$ cat src/rtl/soc_bus_router.sv
module soc_bus_router #(
  parameter int ADDR_W = 32,
  parameter int DATA_W = 32,
  parameter int SRAM_WORDS = 256,
  parameter logic [ADDR_W-1:0] FLASH_BASE = 32'h0100_0000,
  parameter logic [ADDR_W-1:0] REG_BASE   = 32'h0200_0000,
  parameter logic [ADDR_W-1:0] USER_BASE  = 32'h0300_0000,
  localparam int STRB_W = DATA_W / 8,
  localparam int SRAM_AW = $clog2(SRAM_WORDS),
  localparam int FOFF_W = $clog2(FLASH_BASE)
) (
  input  logic              clk,
  input  logic              rst_n,
  input  logic              cpu_valid,
  input  logic [ADDR_W-1:0] cpu_addr,
  input  logic [DATA_W-1:0] cpu_wdata,
  input  logic [STRB_W-1:0] cpu_wstrb,
  output logic              cpu_ready,
  output logic [DATA_W-1:0] cpu_rdata,
  output logic [DATA_W-1:0] tgt_wdata,
  output logic [STRB_W-1:0] tgt_wstrb,
  output logic              sram_valid,
  output logic [SRAM_AW-1:0] sram_word,
  input  logic              sram_ready,
  input  logic [DATA_W-1:0] sram_rdata,
  output logic              flash_valid,
  output logic [FOFF_W-1:0] flash_offset,
  input  logic              flash_ready,
  input  logic [DATA_W-1:0] flash_rdata,
  output logic              cfg_valid,
  input  logic              cfg_ready,
  input  logic [DATA_W-1:0] cfg_rdata,
  output logic              uart_valid,
  output logic              uart_data_sel,
  input  logic              uart_ready,
  input  logic [DATA_W-1:0] uart_rdata,
  output logic              user_valid,
  output logic [ADDR_W-1:0] user_addr,
  input  logic              user_ready,
  input  logic [DATA_W-1:0] user_rdata
);

  localparam int WORD_LSB = $clog2(STRB_W);
  localparam logic [ADDR_W-1:0] SRAM_END = ADDR_W'(SRAM_WORDS * STRB_W);
  localparam logic [ADDR_W-1:0] DIV_ADDR = REG_BASE + ADDR_W'(STRB_W);
  localparam logic [ADDR_W-1:0] DAT_ADDR = REG_BASE + ADDR_W'(2 * STRB_W);
  localparam logic [ADDR_W-1:0] ALIGN_MASK = ~ADDR_W'(STRB_W - 1);

  logic [ADDR_W-1:0] aligned;
  logic is_wr, in_low, in_sram, in_mirror, in_regs, in_user, flash_win;
  logic hit_cfg, hit_div, hit_dat, sink_hit, sink_ack_q;

  assign aligned   = cpu_addr & ALIGN_MASK;
  assign is_wr     = |cpu_wstrb;
  assign in_low    = cpu_addr < FLASH_BASE;
  assign in_sram   = cpu_addr < SRAM_END;
  assign in_mirror = (cpu_addr >= FLASH_BASE) && (cpu_addr < REG_BASE);
  assign in_regs   = (cpu_addr >= REG_BASE) && (cpu_addr < USER_BASE);
  assign in_user   = cpu_addr >= USER_BASE;
  assign flash_win = (in_low && !in_sram) || in_mirror;

  assign hit_cfg = in_regs && (aligned == REG_BASE);
  assign hit_div = in_regs && (aligned == DIV_ADDR);
  assign hit_dat = in_regs && (aligned == DAT_ADDR);

  assign tgt_wdata     = cpu_wdata;
  assign tgt_wstrb     = cpu_wstrb;
  assign sram_word     = cpu_addr[SRAM_AW+WORD_LSB-1:WORD_LSB];
  assign flash_offset  = cpu_addr[FOFF_W-1:0];
  assign user_addr     = cpu_addr;
  assign uart_data_sel = hit_dat;

  assign sram_valid  = cpu_valid && in_sram;
  assign flash_valid = cpu_valid && flash_win && !is_wr;
  assign cfg_valid   = cpu_valid && hit_cfg;
  assign uart_valid  = cpu_valid && (hit_div || hit_dat);
  assign user_valid  = cpu_valid && in_user;
  assign sink_hit    = cpu_valid && ((flash_win && is_wr) ||
                                     (in_regs && !hit_cfg && !hit_div && !hit_dat));

  always_ff @(posedge clk or negedge rst_n)
    if (!rst_n) sink_ack_q <= 1'b0;
    else        sink_ack_q <= sink_hit && !sink_ack_q;

  assign cpu_ready = (sram_valid && sram_ready) || (flash_valid && flash_ready) ||
                     (cfg_valid && cfg_ready) || (uart_valid && uart_ready) ||
                     (user_valid && user_ready) || (sink_hit && sink_ack_q);

  always_comb begin
    cpu_rdata = '0;
    if (sram_valid)       cpu_rdata = sram_rdata;
    else if (flash_valid) cpu_rdata = flash_rdata;
    else if (cfg_valid)   cpu_rdata = cfg_rdata;
    else if (uart_valid)  cpu_rdata = uart_rdata;
    else if (user_valid)  cpu_rdata = user_rdata;
  end

  a_r8_one_target: assert property (@(posedge clk) disable iff (!rst_n)
    $onehot0({sram_valid, flash_valid, cfg_valid, uart_valid, user_valid, sink_hit}));

  a_r8_idle_quiet: assert property (@(posedge clk) disable iff (!rst_n)
    !cpu_valid |-> !cpu_ready);

  a_r4_sink_answer: assert property (@(posedge clk) disable iff (!rst_n)
    (sink_hit && !sink_ack_q && cpu_valid) |=> (cpu_ready || !cpu_valid));

  a_r4_single_pulse: assert property (@(posedge clk) disable iff (!rst_n)
    sink_ack_q |=> !sink_ack_q);

  a_r2_overlay_split: assert property (@(posedge clk) disable iff (!rst_n)
    (cpu_valid && in_low && !is_wr) |-> (sram_valid ^ flash_valid));

endmodule

$ cat config.mk
export PLATFORM = sky130hd
export DESIGN_NAME = soc_bus_router
export DESIGN_NICKNAME = d
export VERILOG_FILES = /design/src/rtl/soc_bus_router.sv
export SDC_FILE = /design/constraint.sdc
export NUM_CORES = 1
export LEC_CHECK = 0
export BUFFER_PORTS_ARGS = -buffer_cell sky130_fd_sc_hd__buf_2
export CORE_AREA = 2 2 145 147
export CTS_BUF_LIST = sky130_fd_sc_hd__clkbuf_4 sky130_fd_sc_hd__clkbuf_8
export DETAILED_ROUTE_END_ITERATION = 10
export DIE_AREA = 0 0 147 149
export GPL_TIMING_DRIVEN = 0
export PLACE_DENSITY = 0.43
export SYNTH_ARGS = -nofsm -noshare
export SYNTH_HDL_FRONTEND = slang
export SYNTH_SLANG_ARGS = --single-unit
export TNS_END_PERCENT = 20
$ cat constraint.sdc
create_clock -name clk -period 3.65 [get_ports clk]
set_clock_uncertainty 0.1 [all_clocks]
set_input_delay 0.73 -clock clk [delete_from_list [all_inputs] [get_ports clk]]
set_output_delay 0.73 -clock clk [all_outputs]
set_load 0.02 [all_outputs]
==> results of run 1 <==
[power by group]
group / switching, W / total [W] / leakage, nW / internal, W
Sequential: 0.0000000120 / 0.0000114 / 0.0140 / 0.0000113
Combinational: 0.000257 / 0.000495 / 2.60 / 0.000238
Clock: 0 / 0.0000000000367 / 0.00000634 / 0.0000000000367
[critical path, delay by kind of cell]
| kind | cells | cell delay, ps |
|---|---|---|
| AOI/OAI and AO/OA | 2 | 280 |
| and+or+nand+nor | 3 | 900 |
| buffers and inverters | 4 | 780 |
[final timing paths]
check | cells after the start | end | slack (ps)
max reg2reg | 2 | sink_ack_q$_DFF_PN0_ | 2910
max in group asynchronous | 1 | sink_ack_q$_DFF_PN0_ | 2960
min in group clk | 2 | sink_ack_q$_DFF_PN0_ | 430
max | 9 | cpu_rdata[22] | 100
min | 1 | sink_ack_q$_DFF_PN0_ | 410
min reg2reg | 2 | sink_ack_q$_DFF_PN0_ | 430
[synthesized netlist by cell type, types with 2 or more instances]
library cell | count | area, sq um
nand2_1 | 36 | 135
nand2_4 | 2 | 22.5
a22oi_1 | 33 | 248
buf_2 | 7 | 35.0
inv_1 | 2 | 7.51
and2_1 | 17 | 106
nand3_1 | 2 | 10.0
nor4_4 | 7 | 149
o21ai_0 | 49 | 245
a311oi_1 | 17 | 149
or3_1 | 34 | 213
nand4_1 | 2 | 12.5
mux2i_1 | 16 | 160
a21oi_1 | 65 | 325
clkbuf_1 | 27 | 101
nor2_1 | 35 | 131
buf_4 | 104 | 781
nor3_1 | 5 | 25.0
buf_6 | 3 | 33.8
[metrics by stage]
stage | hold slack [ps] | cells | util [%]
floorplan | 334 | 480 | -
global placement | 406 | 1095 | 24.8
detailed placement | 408 | 1095 | 24.8
CTS | 408 | 1099 | 25.3
global route | 411 | 1104 | 25.6
finish | 407 | 1104 | 25.6
[metal layers]
metal	global-route usage, %	routed length, microns	vias up
met5	0	22	-
met4	0.625	17	4
met3	2.08	1040	6
met2	28.9	9390	164
met1	20.2	8180	2092
li1	-	-	2333
[cells by family (layout without fill, tap and decap cells)]
kind of cell | after synthesis | in the layout
AOI/OAI and AO/OA | 170 | 170
buffers and inverters | 143 | 491
muxes | 16 | 16
DFF | 1 | 1
xor gates and xnor gates | 1 | 1
other | 0 | 1
and+or+nand+nor | 149 | 149
[area by class of cell]
type	count	area (sq um)	area share (%)
Tap cell	275	344	6.53
Antenna cell	1	2.50	0.0475
Inverter	2	7.51	0.142
Sequential cell	1	25.0	0.475
Timing Repair Buffer	348	1790	33.9
Multi-Input combinational cell	336	2140	40.6
Buffer	141	965	18.3
[layout by cell type (no fill, tap or decap), types with 2 or more instances in the layout]
master / n
buf_2: 348
buf_6: 3
clkbuf_1: 18
a311oi_1: 17
clkbuf_2: 7
inv_1: 2
nand2_4: 2
or3_1: 34
buf_4: 110
nand3_1: 2
o21ai_0: 49
nand2_1: 36
a21oi_1: 57
nor2_1: 34
and2_1: 17
nor3_1: 4
mux2i_1: 16
nand4_1: 2
a21oi_2: 7
nor4_4: 7
buf_12: 2
a22oi_1: 33
[what timing repair did]
action                                  CTS  global route
endpoints found under the setup margin   32            17
gates cloned                              0             0
pin swaps                                 3             2
gates resized for setup                  14            17
setup buffers                             4             4
==> flow_metrics.env, run 1 <==
export IMPL_status="finished clean"
export IMPL_rsz0062_at_grt="yes"
export IMPL_synth_compound_area_share_pct=33.3
export IMPL_synth_avg_cell_area_sq_um=6.36
export IMPL_first_iter_violations=222
export IMPL_die_x_microns=147
export IMPL_cp_cell_sequence="buf_2, nor3_1, nand2_4, clkbuf_2, clkbuf_2, or3_1, a21oi_2, a21oi_1, buf_2"
export IMPL_synth_edf_count=0
export IMPL_num_fill_cells=2420
export IMPL_p_total_w=0.000506
export IMPL_final_area_sq_um=5270
export IMPL_startpoint="cpu_addr[18]"
export IMPL_grt_remaining_overflow=0
export IMPL_synth_async_reset_ratio_pct=100
export IMPL_synth_adder_area_share_pct=0
export IMPL_setup_viol_count_final=0
export IMPL_irDropWorstVdd_mv=0.0410
export IMPL_crit_path_max_fanout=10
export IMPL_antenna_found_initial=3
export IMPL_fin_nets=1066
export IMPL_max_stage_delay_ps=360
export IMPL_portBuffers=340
export IMPL_drv_cap=0
export IMPL_fin_ws_ps=104
export IMPL_wire_per_inst_microns=16.9
export IMPL_antenna_left=0
export IMPL_dr_pass1_iters=6
export IMPL_row_count=53
export IMPL_grt_max_degree=11
export IMPL_tns_ps=0
export IMPL_fin_crit_sh_pct=97.2
export IMPL_initial_core_util_pct=14.8
export IMPL_io_pin_count=375
export IMPL_hpwlAfterDp_microns=15700
export IMPL_synthCells=480
export IMPL_slew_violations=0
export IMPL_placed_area_sq_um=5100
export IMPL_clk_pin_slew_worst_paths_ps=0
export IMPL_synthMuxAreaShare_pct=5.25
export IMPL_reg_top3="sink_ack_q: 1 flops"
export IMPL_syn_cell_area_sq_um=3050
export IMPL_synthSimpleGateAreaFrac_pct=28.9
export IMPL_start_kind="primary input"
export IMPL_yosys_cell_types_count=36
export IMPL_via_per_inst=4.17
export IMPL_synth_warnings=0
export IMPL_grt_pass1_vias=4451
export IMPL_place_congestion=0.770
export IMPL_hold_buffers=0
export IMPL_core_sq_um=20600
export IMPL_ys_seq_area_share_pct=0.820
export IMPL_power_density_nw_per_um2=96.1
export IMPL_synth_nets=716
export IMPL_worst_path_max_delay_cell="or3_1"
export IMPL_synth_flop_cell="dfrtp_1"
export IMPL_die_h_microns=149
export IMPL_fmaxAchievable_mhz=282
export IMPL_hold_path_class="in2async"
export IMPL_synth_seq_cells=1
export IMPL_grt_first_pass_wirelength_microns=26400
export IMPL_critPathKind="in2out"
export IMPL_drive_above_1_share_pct=59.8
export IMPL_grt_use_total_pct=15.6
export IMPL_dp_slack_ps=-358
export IMPL_synth_top_family_by_area="compound AO/OA/AOI/OAI gates"
export IMPL_synth_xor_area_share_pct=0.287
export IMPL_finalHoldViolCount=0
export IMPL_drc=0
export IMPL_end_kind="output port"
export IMPL_clkLatencyLatePin_ps=0
export IMPL_min_period_ps=3550
export IMPL_largest_register="sink_ack_q"
export IMPL_critical_path_required_ps=2820
export IMPL_largest_reg_flops=1
export IMPL_vias=4599
export IMPL_slew_headroom_pct=48.7
export IMPL_wl_microns=18600
export IMPL_tightest_slew_ps=762
export IMPL_die_area_sq_um=21900
export IMPL_power_leakage_nw=2.62
export IMPL_r2r_start="sink_ack_q$_DFF_PN0_"
export IMPL_crit_arrival_ps=2720
export IMPL_area_growth_pct=72.7
Note: power is estimated with default switching activity, not from simulation.
==> run 2, diff against run 1 <==
==> constraint.sdc (replaced) <==
create_clock -name clk -period 3.65 [get_ports clk]
set_clock_uncertainty 0.1 [all_clocks]
set_input_delay 0.5475 -clock clk [delete_from_list [all_inputs] [get_ports clk]]
set_output_delay 0.5475 -clock clk [all_outputs]
set_load 0.02 [all_outputs]
==> run 2 against run 1 <==
Against the previous run:
- utilization is 0.77 points lower
- sequential share of layout area is essentially flat
- first-iteration DRC count fell by 25%
- highest routed layer unchanged
==> flow_metrics.env, run 2 (synthesis results as in run 1) <==
export IMPL_die_area_sq_um=21900
export IMPL_clk_pin_slew_worst_paths_ps=0
export IMPL_largest_register="sink_ack_q"
export IMPL_fmaxAchievable_mhz=294
export IMPL_tns_ps=0
export IMPL_p_total_w=0.000502
export IMPL_final_cells=1096
export IMPL_reg_top3="sink_ack_q: 1 flops"
export IMPL_rsz0062_at_grt="no"
export IMPL_status="finished clean"
export IMPL_core_sq_um=20600
export IMPL_hold_path_class="in2async"
export IMPL_antenna_found_initial=3
export IMPL_grt_pass1_vias=4426
export IMPL_crit_arrival_ps=2750
export IMPL_clkLatencyLatePin_ps=0
export IMPL_critPathKind="in2out"
export IMPL_grt_max_degree=11
export IMPL_fin_ws_ps=248
export IMPL_regToRegSetupSlack_ps=2900
export IMPL_crit_path_max_fanout=10
export IMPL_tightest_slew_ps=758
export IMPL_initial_core_util_pct=14.8
export IMPL_hpwlAfterDp_microns=15700
export IMPL_portBuffers=340
export IMPL_dp_slack_ps=7.03
export IMPL_wire_per_inst_microns=16.9
export IMPL_min_period_ps=3400
export IMPL_slew_headroom_pct=49.0
export IMPL_first_iter_violations=167
export IMPL_power_leakage_nw=2.54
export IMPL_irDropWorstVdd_mv=0.0410
export IMPL_power_density_nw_per_um2=98.3
export IMPL_largest_reg_flops=1
export IMPL_fin_crit_sh_pct=93.2
export IMPL_final_cell_mix="buf_2, buf_4, a21oi_1"
export IMPL_drive_above_1_share_pct=57.2
export IMPL_critical_path_required_ps=3000
export IMPL_layout_commonest_cell="buf_2"
export IMPL_setup_viol_count_final=0
export IMPL_via_per_inst=4.16
export IMPL_dp_cells=1095
export IMPL_grt_use_total_pct=15.5
export IMPL_start_kind="primary input"
export IMPL_grt_remaining_overflow=0
export IMPL_finalHoldViolCount=0
export IMPL_grt_first_pass_wirelength_microns=26300
export IMPL_num_fill_cells=2425
export IMPL_end_kind="output port"
export IMPL_row_count=53
export IMPL_place_congestion=0.770
export IMPL_io_pin_count=375
export IMPL_die_x_microns=147
export IMPL_fin_nets=1058
export IMPL_slew_violations=0
export IMPL_die_h_microns=149
export IMPL_drc=0
export IMPL_area_growth_pct=67.4
export IMPL_drv_cap=0
export IMPL_dr_pass1_iters=4
export IMPL_wl_microns=18600
export IMPL_antenna_left=0
export IMPL_vias=4559
## run 2: cell types whose count changed in the layout (fill, tap and decap cells not counted), moves of 2 or more
cell / before / now
a21oi_1: 57 / 64
a21oi_2: 7 / 1
buf_12: 2 / 0
buf_4: 110 / 104
clkbuf_1: 18 / 27
clkbuf_2: 7 / 0
## run 2: where the power goes
group / internal, W / leakage, nW / switching [W] / total (W)
registers: 0.0000113 / 0.0140 / 0.0000000120 / 0.0000114
clock network: 0.0000000000366 / 0.00000634 / 0 / 0.0000000000366
logic: 0.000236 / 2.53 / 0.000256 / 0.000491
total: 0.000247 / 2.54 / 0.000256 / 0.000502
## run 2: area by class of cell
| class | count | area [sq um] | share of cell area, % |
|---|---|---|---|
| inverter | 2 | 7.51 | 0.147 |
| multi-input combinational | 336 | 2080 | 40.7 |
| buffer | 141 | 951 | 18.6 |
| antenna | 1 | 2.50 | 0.0490 |
| timing repair buffer | 340 | 1700 | 33.3 |
| sequential | 1 | 25.0 | 0.490 |
| tap | 275 | 344 | 6.73 |
## run 2: critical path: stages
cell and delay, ps:
buf_2 120, nor4_4 460, nand2_1 140, or3_1 310, buf_2 210, clkbuf_1 340
a21oi_1 380, a21oi_1 70, buf_2 170
## run 2: layer usage
metal  up-vias  share of wire [%]  wire [microns]  GRT usage, %
met5         -               0.14              26             0
met4         4               0.37              68         0.625
met3         8                5.7            1060          2.08
met2       180                 50            9260          28.8
met1      2052                 44            8150          20.1
li1       2315                  -               -             -
## run 2: worst paths after layout
check / start / end / cells after the start
max reg2reg: sink_ack_q$_DFF_PN0_ / sink_ack_q$_DFF_PN0_ / 2
min in group clk: sink_ack_q$_DFF_PN0_ / sink_ack_q$_DFF_PN0_ / 2
min reg2reg: sink_ack_q$_DFF_PN0_ / sink_ack_q$_DFF_PN0_ / 2
max: cpu_addr[31] / cpu_rdata[3] / 9
max in group asynchronous: rst_n / sink_ack_q$_DFF_PN0_ / 1
min: rst_n / sink_ack_q$_DFF_PN0_ / 1
## run 2: what timing repair did
| action | CTS | global route |
|---|---|---|
| buffers inserted | 0 | 0 |
| resized for setup | 0 | 2 |
| setup endpoints to repair | 0 | 10 |
| hold buffers | 0 | 0 |
## run 2: metrics by stage
| step | utilization [%] | hold WS (ps) | instance area, sq um |
|---|---|---|---|
| global placement | 24.8 | 223 | 5100 |
| detailed placement | 24.8 | 226 | 5100 |
| finish | 24.9 | 224 | 5110 |
| floorplan | - | 152 | 3050 |
| CTS | 24.8 | 226 | 5100 |
| global route | 24.9 | 229 | 5110 |
